===== config.mk =====
export PLATFORM = sky130hd
export DESIGN_NAME = can_testmode_ctl
export DESIGN_NICKNAME = d
export VERILOG_FILES = /design/src/rtl/can_tm_pkg.sv /design/src/rtl/can_tm_ctlreg.sv /design/src/rtl/can_tm_rxsync.sv /design/src/rtl/can_tm_txsel.sv /design/src/rtl/can_testmode_ctl.sv
export SDC_FILE = /design/constraint.sdc
export NUM_CORES = 1
export LEC_CHECK = 0
export BUFFER_PORTS_ARGS = -buffer_cell sky130_fd_sc_hd__buf_2
export CAP_MARGIN = 20
export CORE_MARGIN = 10
export CORE_UTILIZATION = 28
export DETAILED_ROUTE_END_ITERATION = 10
export GPL_TIMING_DRIVEN = 0
export PLACE_DENSITY = 0.78
export SLEW_MARGIN = 10
export SYNTH_ARGS = -nofsm -noshare
export SYNTH_HDL_FRONTEND = slang
export SYNTH_SLANG_ARGS = --single-unit

===== constraint.sdc =====
create_clock -name clk -period 1.3 [get_ports clk]
set_clock_uncertainty 0.1 [all_clocks]
set_input_delay 0.195 -clock clk [delete_from_list [all_inputs] [get_ports clk]]
set_output_delay 0.195 -clock clk [all_outputs]
set_load 0.05 [all_outputs]

===== src/rtl/can_tm_pkg.sv =====
`timescale 1ns/1ps
package can_tm_pkg;

   localparam int POS_EXT_LB  = 8;
   localparam int POS_RX_MON  = 7;
   localparam int POS_TXM_HI  = 6;
   localparam int POS_TXM_LO  = 5;
   localparam int POS_LB      = 4;
   localparam int POS_SILENT  = 3;
   localparam int MIN_DATA_W  = POS_EXT_LB + 1;

   typedef enum logic [1:0] {
      TXM_CORE   = 2'b00,
      TXM_SAMPLE = 2'b01,
      TXM_DOM    = 2'b10,
      TXM_REC    = 2'b11
   } txm_e;

   typedef struct packed {
      logic ext_lb;
      txm_e txm;
      logic lb;
      logic silent;
   } tm_cfg_t;

endpackage


===== src/rtl/can_tm_ctlreg.sv =====
`timescale 1ns/1ps
module can_tm_ctlreg
   import can_tm_pkg::*;
#(
   parameter int DATA_W = 32
) (
   input  logic              clk,
   input  logic              rst_n,
   input  logic              test_en,
   input  logic              wr,
   input  logic [DATA_W-1:0] wdata,
   input  logic              rx_mon,
   output tm_cfg_t           cfg,
   output logic [DATA_W-1:0] rdata
);

   if (DATA_W < MIN_DATA_W) begin : g_bad_width
      $error("can_tm_ctlreg: DATA_W too small for the register layout");
   end

   logic wr_ok;
   assign wr_ok = wr & test_en;

   always_ff @(posedge clk or negedge rst_n) begin
      if (!rst_n) begin
         cfg <= '0;
      end else if (wr_ok) begin
         cfg.ext_lb <= wdata[POS_EXT_LB];
         cfg.txm    <= txm_e'(wdata[POS_TXM_HI:POS_TXM_LO]);
         cfg.lb     <= wdata[POS_LB];
         cfg.silent <= wdata[POS_SILENT];
      end
   end

   always_comb begin
      rdata                         = '0;
      rdata[POS_EXT_LB]             = cfg.ext_lb;
      rdata[POS_RX_MON]             = rx_mon;
      rdata[POS_TXM_HI:POS_TXM_LO]  = cfg.txm;
      rdata[POS_LB]                 = cfg.lb;
      rdata[POS_SILENT]             = cfg.silent;
   end

   logic unused_wbits;
   assign unused_wbits = ^{wdata[DATA_W-1:MIN_DATA_W], wdata[POS_RX_MON], wdata[POS_SILENT-1:0]};

endmodule


===== src/rtl/can_tm_rxsync.sv =====
`timescale 1ns/1ps
module can_tm_rxsync #(
   parameter int   STAGES  = 2,
   parameter logic RST_VAL = 1'b1
) (
   input  logic clk,
   input  logic rst_n,
   input  logic d_async,
   output logic q_sync
);

   if (STAGES < 2) begin : g_bad_stages
      $error("can_tm_rxsync: STAGES must be at least 2");
   end

   logic [STAGES-1:0] chain;

   always_ff @(posedge clk or negedge rst_n) begin
      if (!rst_n) chain[0] <= RST_VAL;
      else        chain[0] <= d_async;
   end

   for (genvar i = 1; i < STAGES; i++) begin : g_stage
      always_ff @(posedge clk or negedge rst_n) begin
         if (!rst_n) chain[i] <= RST_VAL;
         else        chain[i] <= chain[i-1];
      end
   end

   assign q_sync = chain[STAGES-1];

endmodule


===== src/rtl/can_tm_txsel.sv =====
`timescale 1ns/1ps
module can_tm_txsel
   import can_tm_pkg::*;
(
   input  tm_cfg_t cfg,
   input  logic    core_tx,
   input  logic    sample_pt,
   input  logic    rx_sync,
   output logic    pin_tx,
   output logic    to_core_rx
);

   logic hold_rec;
   logic loop_any;

   assign hold_rec = cfg.silent | (cfg.lb & ~cfg.ext_lb);
   assign loop_any = cfg.lb | cfg.ext_lb;

   always_comb begin
      unique case (cfg.txm)
         TXM_CORE:   pin_tx = hold_rec ? 1'b1 : core_tx;
         TXM_SAMPLE: pin_tx = sample_pt;
         TXM_DOM:    pin_tx = 1'b0;
         TXM_REC:    pin_tx = 1'b1;
         default:    pin_tx = 1'b1;
      endcase
   end

   assign to_core_rx = loop_any ? core_tx : rx_sync;

endmodule


===== src/rtl/can_testmode_ctl.sv =====
`timescale 1ns/1ps
module can_testmode_ctl
   import can_tm_pkg::*;
#(
   parameter int DATA_W      = 32,
   parameter int SYNC_STAGES = 2
) (
   input  logic              clk,
   input  logic              rst_n,
   input  logic              test_en,
   input  logic              reg_wr,
   input  logic [DATA_W-1:0] reg_wdata,
   output logic [DATA_W-1:0] reg_rdata,
   input  logic              core_tx,
   input  logic              sample_pt,
   output logic              core_rx,
   output logic              can_tx,
   input  logic              can_rx
);

   tm_cfg_t cfg;
   logic    rx_s;

   can_tm_rxsync #(.STAGES(SYNC_STAGES), .RST_VAL(1'b1)) u_sync (
      .clk     (clk),
      .rst_n   (rst_n),
      .d_async (can_rx),
      .q_sync  (rx_s)
   );

   can_tm_ctlreg #(.DATA_W(DATA_W)) u_reg (
      .clk     (clk),
      .rst_n   (rst_n),
      .test_en (test_en),
      .wr      (reg_wr),
      .wdata   (reg_wdata),
      .rx_mon  (rx_s),
      .cfg     (cfg),
      .rdata   (reg_rdata)
   );

   can_tm_txsel u_sel (
      .cfg        (cfg),
      .core_tx    (core_tx),
      .sample_pt  (sample_pt),
      .rx_sync    (rx_s),
      .pin_tx     (can_tx),
      .to_core_rx (core_rx)
   );

endmodule


# Word-level counts from Yosys, hierarchy flattened
# Cells that the tools add are included.
[word_totals]
input_bits = 39
ff_bits = 7
wordCells = 18
output_inout_bits = 34
[op_classes]
bitwise = 5
n_mux = 3
n_eq_ne = 3
reduce_logical = 1
[op_table]
columns = ["operator", "n"]
rows = [
  ["$eq 2x2->1 const B", 2],
  ["$pmux 1 s4", 1],
  ["$and 1x1->1", 2],
  ["$eq 2x1->1 const B", 1],
  ["$logic_not 2->1", 1],
  ["$mux 1", 2],
  ["$or 1x1->1", 2],
  ["$not 1->1", 1],
]

# Logic depth before layout (Yosys ltp)
# Gate-level depths: netlist of the first run.
[depth]
word_depth = 5
mapped_depth = 3
mapped_depth_nobuf = 3

# Modules after synthesis
# A second synthesis of the first run with hierarchy kept.
[hier_totals]
hier_cells = 52
hier_area_um2 = 523.0
[modules_own_cells]
columns = ["module", "cells_per_inst", "seq_area_each_um2", "area_per_inst_um2", "instances"]
rows = [
  ["can_tm_ctlreg", 44, 125.1, 431.7, 1],
  ["can_tm_rxsync", 2, 52.6, 52.6, 1],
  ["can_tm_txsel", 6, 0.0, 38.8, 1],
]

# Worst setup path after synthesis of the first run
# OpenSTA, ideal clock, no wires.
[synth_path]
kind = "reg2out"
from = "register, netlist name u_reg.cfg[1]"
to = "output port can_tx"
required_time_ns = 1.005
arrival_ns = 2.065
path_buffers = 0
setup_slack_ns = -1.060
path_stages_with_launch = 4
cell_sequence = "dfrtp_1 > nor2b_1 > nor3_1 > o31ai_1"
[synth_between]
elab_chain_len = 4
[synth_rtl]
columns = ["item", "line", "text"]
rows = [
  ["$and 1x1->1", "can_tm_txsel.sv:16", "assign hold_rec = cfg.silent | (cfg.lb & ~cfg.ext_lb);"],
  ["$or 1x1->1", "can_tm_txsel.sv:16", ""],
  ["$mux 1", "can_tm_txsel.sv:21", "TXM_CORE: pin_tx = hold_rec ? 1'b1 : core_tx;"],
  ["$pmux 1 s4", "can_tm_txsel.sv:20", "unique case (cfg.txm)"],
  ["to (decl)", "can_testmode_ctl.sv:17", "output logic can_tx,"],
]
# Every way passes these cells.

# Worst setup path in the final report of the first run
[layout_path]
from = "register, netlist name u_reg.cfg[1]"
to = "output port core_rx"
[layout_between]
elab_chain_len = 2
[layout_rtl]
columns = ["item", "line", "text"]
rows = [
  ["$or 1x1->1", "can_tm_txsel.sv:17", "assign loop_any = cfg.lb | cfg.ext_lb;"],
  ["$mux 1", "can_tm_txsel.sv:29", "assign to_core_rx = loop_any ? core_tx : rx_sync;"],
  ["to (decl)", "can_testmode_ctl.sv:16", "output logic core_rx,"],
]
# Every way passes these cells.

==> impl_results.md, run 1 <==
* Crit. End Element: output port
* P per Cell Area at between 1000 and 1500 nW/um2
* CTS tree: yes
* Routed wire length per instance at 11.2 um
* Fmax at 649 MHz
* Max_cap viols at 0
* Critical path type: reg -> out
* First-pass GRT wire length at about 1800 um
* Clk root buf: clkbuf_4
* Max-slew violation count at 0
* Post-Syn Area at 485 um2
* Pwr Total at slightly above 1 mW
* Area leader, netlist: buf_4
* Critical R2R Capture: u_reg.cfg[4]
* Synth warn at 0
* TNS Setup at -450 ps
* Hold WS at about 83 ps
* RePlAce Congestion at between 0.6 and 0.7
* Clk pin slew, worst setup/hold paths at roughly 50 ps
* H-tree levels at 1
* DRT Pass-1 Iters at 2
* Hold_sp: reg_wdata[8]
* Top cell type's share of synthesized area at a little over two fifths
* Cell Rows at 14
* Worst r2r path cells at 2
* Clk buf depth at 2
* GRT Resource Usage Total at between 6 and 7%
* Initial antenna violation count at 0
* Hold Path Depth at 2
* Worst path arrival time at between 1000 and 1500 ps
* # IOs at between 70 and 80
* Commonest non-fill, non-tap cell in the layout: buf_4
* Final worst slack at -241 ps
* Crit-path max FO at 3
* Seq/Total Area, Yosys at a little over a third
* Via count at 403
* Buffers on Ports at 19
* Total congestion overflow at 0
* Antenna diodes at 0
* Area grow syn2layout at 72.9%
* Fin crit share at 119%
* Leakage power of the design at about 0.48 nW
* Synthesized area per cell at 10.3 um2
* Final min period at 1540 ps
* Post-route ant nets at 0
* Final Util at 53.3%
* Drt drc at 0
* Final nets at between 100 and 150
* Status: finished with violations
* Final Routed Wirelength at 1280 um
* Synth unique cells at 11
* Drt via density at 3.50
* Full die area at ~3800 um2
* Hold Path End: u_reg.cfg[4]
* Initial Util at between 30% and 40%
* Min-Delay Path Class: in -> reg
* Worst skew pair latency at 240 ps
* Ranking of synthesized cells by area: buf_4 (42%), dfrtp_1 (26%), mux2_2 (14%), dfstp_2 (11%), o31ai_1 (1.5%)
* Core ar. at about 1600 um2
* RSZ-0062 raised after global routing: true
* VDD IR-drop max at about 0.7 mV
* Req. time, crit path at 1000 ps
* Area after DPL at 716 um2
* Violated checks: negative setup slack
* Cell area after layout at 840 um2
* FF-to-FF setup slack at 250 ps
* Vias in the first global route at around 430
* Worst r2r src: u_reg.cfg[4]
* Setup-failing EPs final at 2
* Clk sinks at 7
* Die span in x at ~62 um
* CTS Buf Count at 3
* Drt first-iter violations at 1
* FF+latch count, synth at 7
* Largest net degree at the start of global routing at 8
* Layout cells sized above 1 at between 60 and 70%
* Die Height at between 60 and 70 um
* Synthesized instance count at 47
* Crit path launch type: flip-flop
* Commonest non-fill, non-tap cells in the layout: buf_4 (28), conb_1 (26), buf_2 (13), mux2_2 (5), buf_6 (5)
* Hold Fails Final Rpt at 0
flip-flops by register name, indices dropped and copies added (netlist names):
| signal | cells |
|---|---|
| u_sync.chain | 1 |
| u_sync.q_sync | 1 |
| u_reg.cfg | 5 |
final cells by class:
class / instances / area (um2)
multi-input combinational: 38 / 238
buffer: 27 / 206
tap: 16 / 20.0
timing repair buffer: 23 / 168
clock buffer: 4 / 26.3
sequential: 7 / 181
fill: 145 / 737
routing by layer:
| metal | track usage [%] | wire length (um) | vias to the layer above |
|---|---|---|---|
| met1 | 5.15 | 381 | 164 |
| met3 | 6.38 | 368 | 0 |
| li1 | - | - | 200 |
| met5 | 0 | 0 | - |
| met4 | 3.82 | 0 | 0 |
| met2 | 9.66 | 534 | 39 |
Yosys cell counts:
cell type / instances
conb_1: 1
mux2_2: 6
nor3_1: 1
dfrtp_1: 5
nand2_2: 1
o31ai_1: 1
nor2b_1: 1
o21ai_0: 1
dfstp_2: 2
buf_4: 27
nor2_1: 1
cell families after synthesis:
family	after synthesis	share of synthesized area (%)
buf+inv	27	41.8
flops	7	36.6
simple gates	4	4.38
mux	6	13.9
other cells	1	0.772
compound gates	2	2.58
where the power goes:
part	total, mW	internal, mW	switching, mW
Clock	0.188	0.117	0.0715
Combinational	0.554	0.187	0.368
Sequential	0.284	0.250	0.0335
worst max-delay path: stages (launching register included):
cell and delay, ps:
dfrtp_2 420, nor2_2 120, mux2_4 310, buf_6 150
metrics by stage:
stage / std cells / worst slack [ps]
2_1_floorplan: 72 / -279
3_3_place_gp: 107 / -126
3_5_place_dp: 107 / -128
4_1_cts: 115 / -239
5_1_grt: 115 / -279
6_report: 115 / -241
worst max-delay path by stage:
stage                       from      end  slack [ps]
finish              u_reg.cfg[1]  core_rx        -240
global route        u_reg.cfg[1]  core_rx        -280
CTS                 u_reg.cfg[1]   can_tx        -240
detailed placement  u_reg.cfg[1]   can_tx        -130
global placement    u_reg.cfg[1]   can_tx        -130
floorplan           u_reg.cfg[1]   can_tx        -280
timing repair:
action / in CTS / in global routing
resized for setup: 15 / 5
endpoints found under the hold margin: 8 / 0
endpoints found under the setup margin: 3 / 6
setup buffers: 2 / 0
pin swaps: 2 / 1
hold buffers: 2 / 0
Power figures use the tool's default switching activity.
==> inputs of run 2 (changes only) <==
Settings changed: GPL_TIMING_DRIVEN 0 to default.
==> run 2 against run 1 <==
The flow still finishes with violations (negative setup slack). Hold slack got worse by 13 ps. Critical path depth unchanged. Sequential cell count unchanged. Combinational power decreased by 3%. Maximum frequency shrank 0.63%.
==> impl_results.md, run 2 (same netlist as run 1, synthesis figures left out) <==
* CTS tree: yes
* Clk pwr share at between 15 and 20%
* Antenna diodes at 0
* Core ar. at approximately 1600 um2
* Hold Path Depth at 2
* Post-detail-place hpwl at 963 um
* Worst path arrival time at 1260 ps
* First-pass GRT wire length at 1550 um
* Commonest non-fill, non-tap cells in the layout: conb_1 (26), buf_2 (11), buf_4 (9), buf_6 (7), mux2_2 (5)
* Leakage power of the design at roughly 0.36 nW
* Setup-failing EPs final at 3
* Worst skew pair latency at about 260 ps
* Via count at 350
* Comb pwr share at between 50% and 60%
* Hold WS at ~70 ps
* P_int at about 530 uW
* Max-slew violation count at 0
* Post-route ant nets at 0
* Violated checks: negative setup slack
* Clk root buf: clkbuf_4
* Die span in x at 61.6 um
* # IOs at 73
* Cell Rows at 14
* Buffers on Ports at 19
* Full die area at ~3800 um2
* Total congestion overflow at 0
* RSZ-0062 raised after global routing: true
* Drt drc at 0
* VDD IR-drop max at ~1.0 mV
* Final Routed Wirelength at roughly 1200 um
* Req. time, crit path at 1000 ps
* Status: finished with violations
* Fillers at ~150
* Vias in the first global route at between 300 and 400
* Critical path type: reg -> out
* Clk sinks at 7
* Switching power at approximately 480 uW
* CTS Buf Count at 3
* Layout Cells excl Fill at 94
* P per Cell Area at between 1000 and 1500 nW/um2
* Sw frac at between 40% and 50%
* Crit-path max FO at 3
* Min-Delay Path Class: in -> reg
* RePlAce Congestion at between 0.6 and 0.7
* Crit. End Element: output port
* Commonest non-fill, non-tap cell in the layout: conb_1
* TNS Setup at -560 ps
* Placed cell count at 87
* Final min period at approximately 1600 ps
* DRT Pass-1 Iters at 1
* Dpl ws at -108 ps
* Clk buf depth at 2
* Area grow syn2layout at 39.4%
* Final nets at 118
* Clk pin slew, worst setup/hold paths at 60 ps
* Initial Util at 30.8%
* Fmax at 645 MHz
* Max_cap viols at 0
* Hold Fails Final Rpt at 0
* Die Height at just over 60 um
* Most flops, register: u_reg.cfg
* Fin crit share at 119%
* Routed wire length per instance at around 13 um
* Drt first-iter violations at 0
* Worst r2r path cells at 3
* Initial antenna violation count at 0
* Layout cells sized above 1 at between 60% and 70%
* Max reg flops at 5
* H-tree levels at 1
* Drt via density at 3.72
* Crit path launch type: flip-flop
* GRT Resource Usage Total at 6.18%
* Largest net degree at the start of global routing at 8
* Sequential power share at between 20% and 30%
* Final worst slack at -250 ps
## run 2: power by group through the flow
| stage | registers, mW | clock network, mW | logic, mW |
|---|---|---|---|
| 2_1_floorplan | 0.359 | 0 | 0.331 |
| 3_3_place_gp | 0.270 | 0 | 0.463 |
| 3_5_place_dp | 0.273 | 0 | 0.467 |
| 4_1_cts | 0.273 | 0.206 | 0.509 |
| 5_1_grt | 0.277 | 0.230 | 0.559 |
| 6_report | 0.274 | 0.202 | 0.535 |
## run 2: layer usage
layer	wire length [um]	GRT usage (%)	share of wire (%)	up-vias
met5	0	0	0	-
met4	49	7.64	4.1	0
met3	313	3.70	26	4
met2	448	9.37	38	41
met1	378	5.02	32	146
li1	-	-	-	159
## run 2: per-stage QoR
| stage | power (mW) | utilization [%] | instance area (um2) |
|---|---|---|---|
| 2_1_floorplan | 0.690 | - | 601 |
| 3_3_place_gp | 0.733 | 35.9 | 566 |
| 3_5_place_dp | 0.739 | 35.9 | 566 |
| 4_1_cts | 0.988 | 41.3 | 652 |
| 5_1_grt | 1.07 | 42.9 | 677 |
| 6_report | 1.01 | 42.9 | 677 |
## run 2: path summary, 6_finish.rpt
kind | to | slack [ps] | startpoint
worst max-delay path | core_rx | -250 | u_reg.cfg[1]
worst min-delay path | u_reg.cfg[1] | 70 | reg_wdata[4]
worst max register to register | u_reg.cfg[1] | 160 | u_reg.cfg[1]
worst min register to register | u_sync.q_sync | 260 | u_sync.chain[0]
max in group asynchronous | u_sync.q_sync | 680 | rst_n
min in group asynchronous | u_reg.cfg[1] | 190 | rst_n
## run 2: area by class of cell
type | count | area, um2 | area share, %
timing repair buffer | 29 | 221 | 32.7
clock buffer | 3 | 22.5 | 3.33
multi-input combinational | 38 | 226 | 33.5
tap | 16 | 20.0 | 2.96
clock inverter | 1 | 5.00 | 0.739
sequential | 7 | 181 | 26.8
## run 2: repair_timing
action                                 CTS  global route
setup endpoints to repair                5             8
resized for setup                       13             6
endpoints found under the hold margin    8             0
buffers inserted                         0             1
pin swaps                                1             0
hold buffers                             2             0
## run 2: critical path: stages, from the launching register on
cell	delay (ps)
dfrtp_2	420
nor2_2	120
mux2_4	300
buf_6	150
==> inputs of run 3 (changes only) <==
Settings changed: HOLD_SLACK_MARGIN from default to 0.05, REMOVE_ABC_BUFFERS from default to 1, TNS_END_PERCENT from default to 1.
==> run 3 against run 2 <==
Register-to-register slack better by 150 ps. The run still ends with negative setup slack left. Sequential power is 3% lower. Combinational power down 20%. Highest routed layer is now met3. Clock power decreased by 5%. Largest power group unchanged. Largest cell class unchanged.
==> impl_results.md, run 3 (same netlist as run 1, synthesis figures left out) <==
* Routed wire length per instance at around 13 um
* Core ar. at ~1600 um2
* Postcts setup bufs at 0
* Final nets at about 110
* Status: finished with violations
* Hold WS at slightly above 80 ps
* Worst skew pair latency at 240 ps
* Initial Util at between 30 and 40%
* Leakage power of the design at a little over 0.3 nW
* P per Cell Area at 1590 nW/um2
* Final min period at about 1500 ps
* Clk root buf: clkbuf_4
* Max-slew violation count at 0
* First-pass GRT wire length at about 1300 um
* # IOs at 73
* Worst path bufs/invs at 1
* Drt drc at 0
* Levels on crit path at 3
* Antenna diodes at 0
* Met3 Track Usage GR at about 4.1%
* Violated checks: negative setup slack
* Final Routed Wirelength at about 1100 um
* Drt via density at between 3 and 4
* Clk pin slew, worst setup/hold paths at about 50 ps
* Hold Fails Final Rpt at 0
* Vias in the first global route at 326
* Via count at 313
* CTS Buf Count at 3
* Max stage delay cell, worst path: dfrtp_1
* Min-Delay Path Class: in -> reg
* Final worst slack at -242 ps
* Full die area at between 3000 and 4000 um2
* GRT Resource Usage Total at under 10%
* Fin crit share at 119%
* Crit. End Element: output port
* VDD IR-drop max at 0.337 mV
* Busiest grt layer: met2
* Commonest non-fill, non-tap cell in the layout: conb_1
* Crit-path cells: nor2_1, mux2_2, buf_6
* Clk buf depth at 2
* Commonest non-fill, non-tap cells in the layout: conb_1 (26), buf_2 (15), mux2_2 (6), dfrtp_1 (5), buf_4 (4)
* Fillers at 169
* Post-route ant nets at 0
* Area grow syn2layout at 15.2%
* H-tree levels at 1
* GR Util met1 at around 3.0%
* Setup-failing EPs final at 2
* Initial antenna violation count at 0
* RePlAce Congestion at between 0.6 and 0.7
* Delay-heaviest family, CP: flip-flops
* RSZ-0062 raised after global routing: true
* Pwr Total at slightly below 900 uW
* Most flops, register: u_reg.cfg
* Crit path largest cell delay at 390 ps
* GR Util met2 at 8.49%
* Worst r2r path cells at 2
* DRT Pass-1 Iters at 2
* Crit path launch type: flip-flop
* Max_cap viols at 0
* Critical path type: reg -> out
* Hold Path Depth at 2
* Total congestion overflow at 0
* Worst path arrival time at 1250 ps
* CTS tree: yes
* Fmax at between 600 and 700 MHz
* Req. time, crit path at 1000 ps
* Clk sinks at 7
* Largest net degree at the start of global routing at 8
* Crit-path max FO at 3
* Die Height at just over 60 um
* Post-detail-place hpwl at slightly above 1000 um
* Max reg flops at 5
* Buffers on Ports at 19
* Layout cells sized above 1 at between 40% and 50%
* Cell Rows at 14
* Drt first-iter violations at 6
* Die span in x at between 60 and 70 um
## run 3: changes by cell type in the layout (fill, tap and decap cells not counted), sizes merged
cell,change
buf,-7
clkbuf,+1
clkinv,-1
## run 3: per-layer routing
metal / routed length (um) / up-vias
li1: - / 146
met3: 294 / 0
met5: 0 / -
met4: 0 / 0
met2: 438 / 34
met1: 365 / 133
## run 3: metrics by stage
stage / setup TNS [ps] / area [um2] / worst slack [ps] / utilization, % / cells
CTS: -513 / 557 / -257 / 35.3 / 87
detailed placement: -58.0 / 499 / -33.5 / 31.7 / 81
global placement: -31.0 / 499 / -23.1 / 31.7 / 81
global route: -656 / 559 / -344 / 35.5 / 87
floorplan: -1250 / 377 / -1060 / - / 45
finish: -479 / 559 / -242 / 35.5 / 87
## run 3: layout make-up
cell class / instances / area [um2] / share of cell area [%]
Sequential cell: 7 / 178 / 31.8
Timing Repair Buffer: 22 / 136 / 24.4
Clock buffer: 4 / 26.3 / 4.70
Tap cell: 16 / 20.0 / 3.58
Multi-Input combinational cell: 38 / 199 / 35.6
## run 3: path summary, 6_finish.rpt
kind | from | end | slack, ps
worst max-delay path | u_reg.cfg[1] | core_rx | -240
worst min-delay path | reg_wdata[4] | u_reg.cfg[1] | 80
worst max register to register | u_reg.cfg[1] | u_reg.cfg[1] | 310
worst min register to register | u_sync.chain[0] | u_sync.q_sync | 260
max in group asynchronous | rst_n | u_sync.chain[0] | 650
min in group asynchronous | rst_n | u_reg.cfg[0] | 220
## run 3: repair_timing
| action | 4_1_cts | 5_1_grt |
|---|---|---|
| endpoints found under the hold margin | 8 | 0 |
| gates resized for setup | 4 | 2 |
| hold buffers | 2 | 0 |
| setup endpoints to repair | 3 | 3 |
| gates cloned | 0 | 0 |
## run 3: power by group
part	leakage (nW)	internal [mW]	total [mW]	switching [mW]
Combinational	0.212	0.0889	0.429	0.340
Sequential	0.0797	0.247	0.267	0.0198
Clock	0.0150	0.117	0.191	0.0738
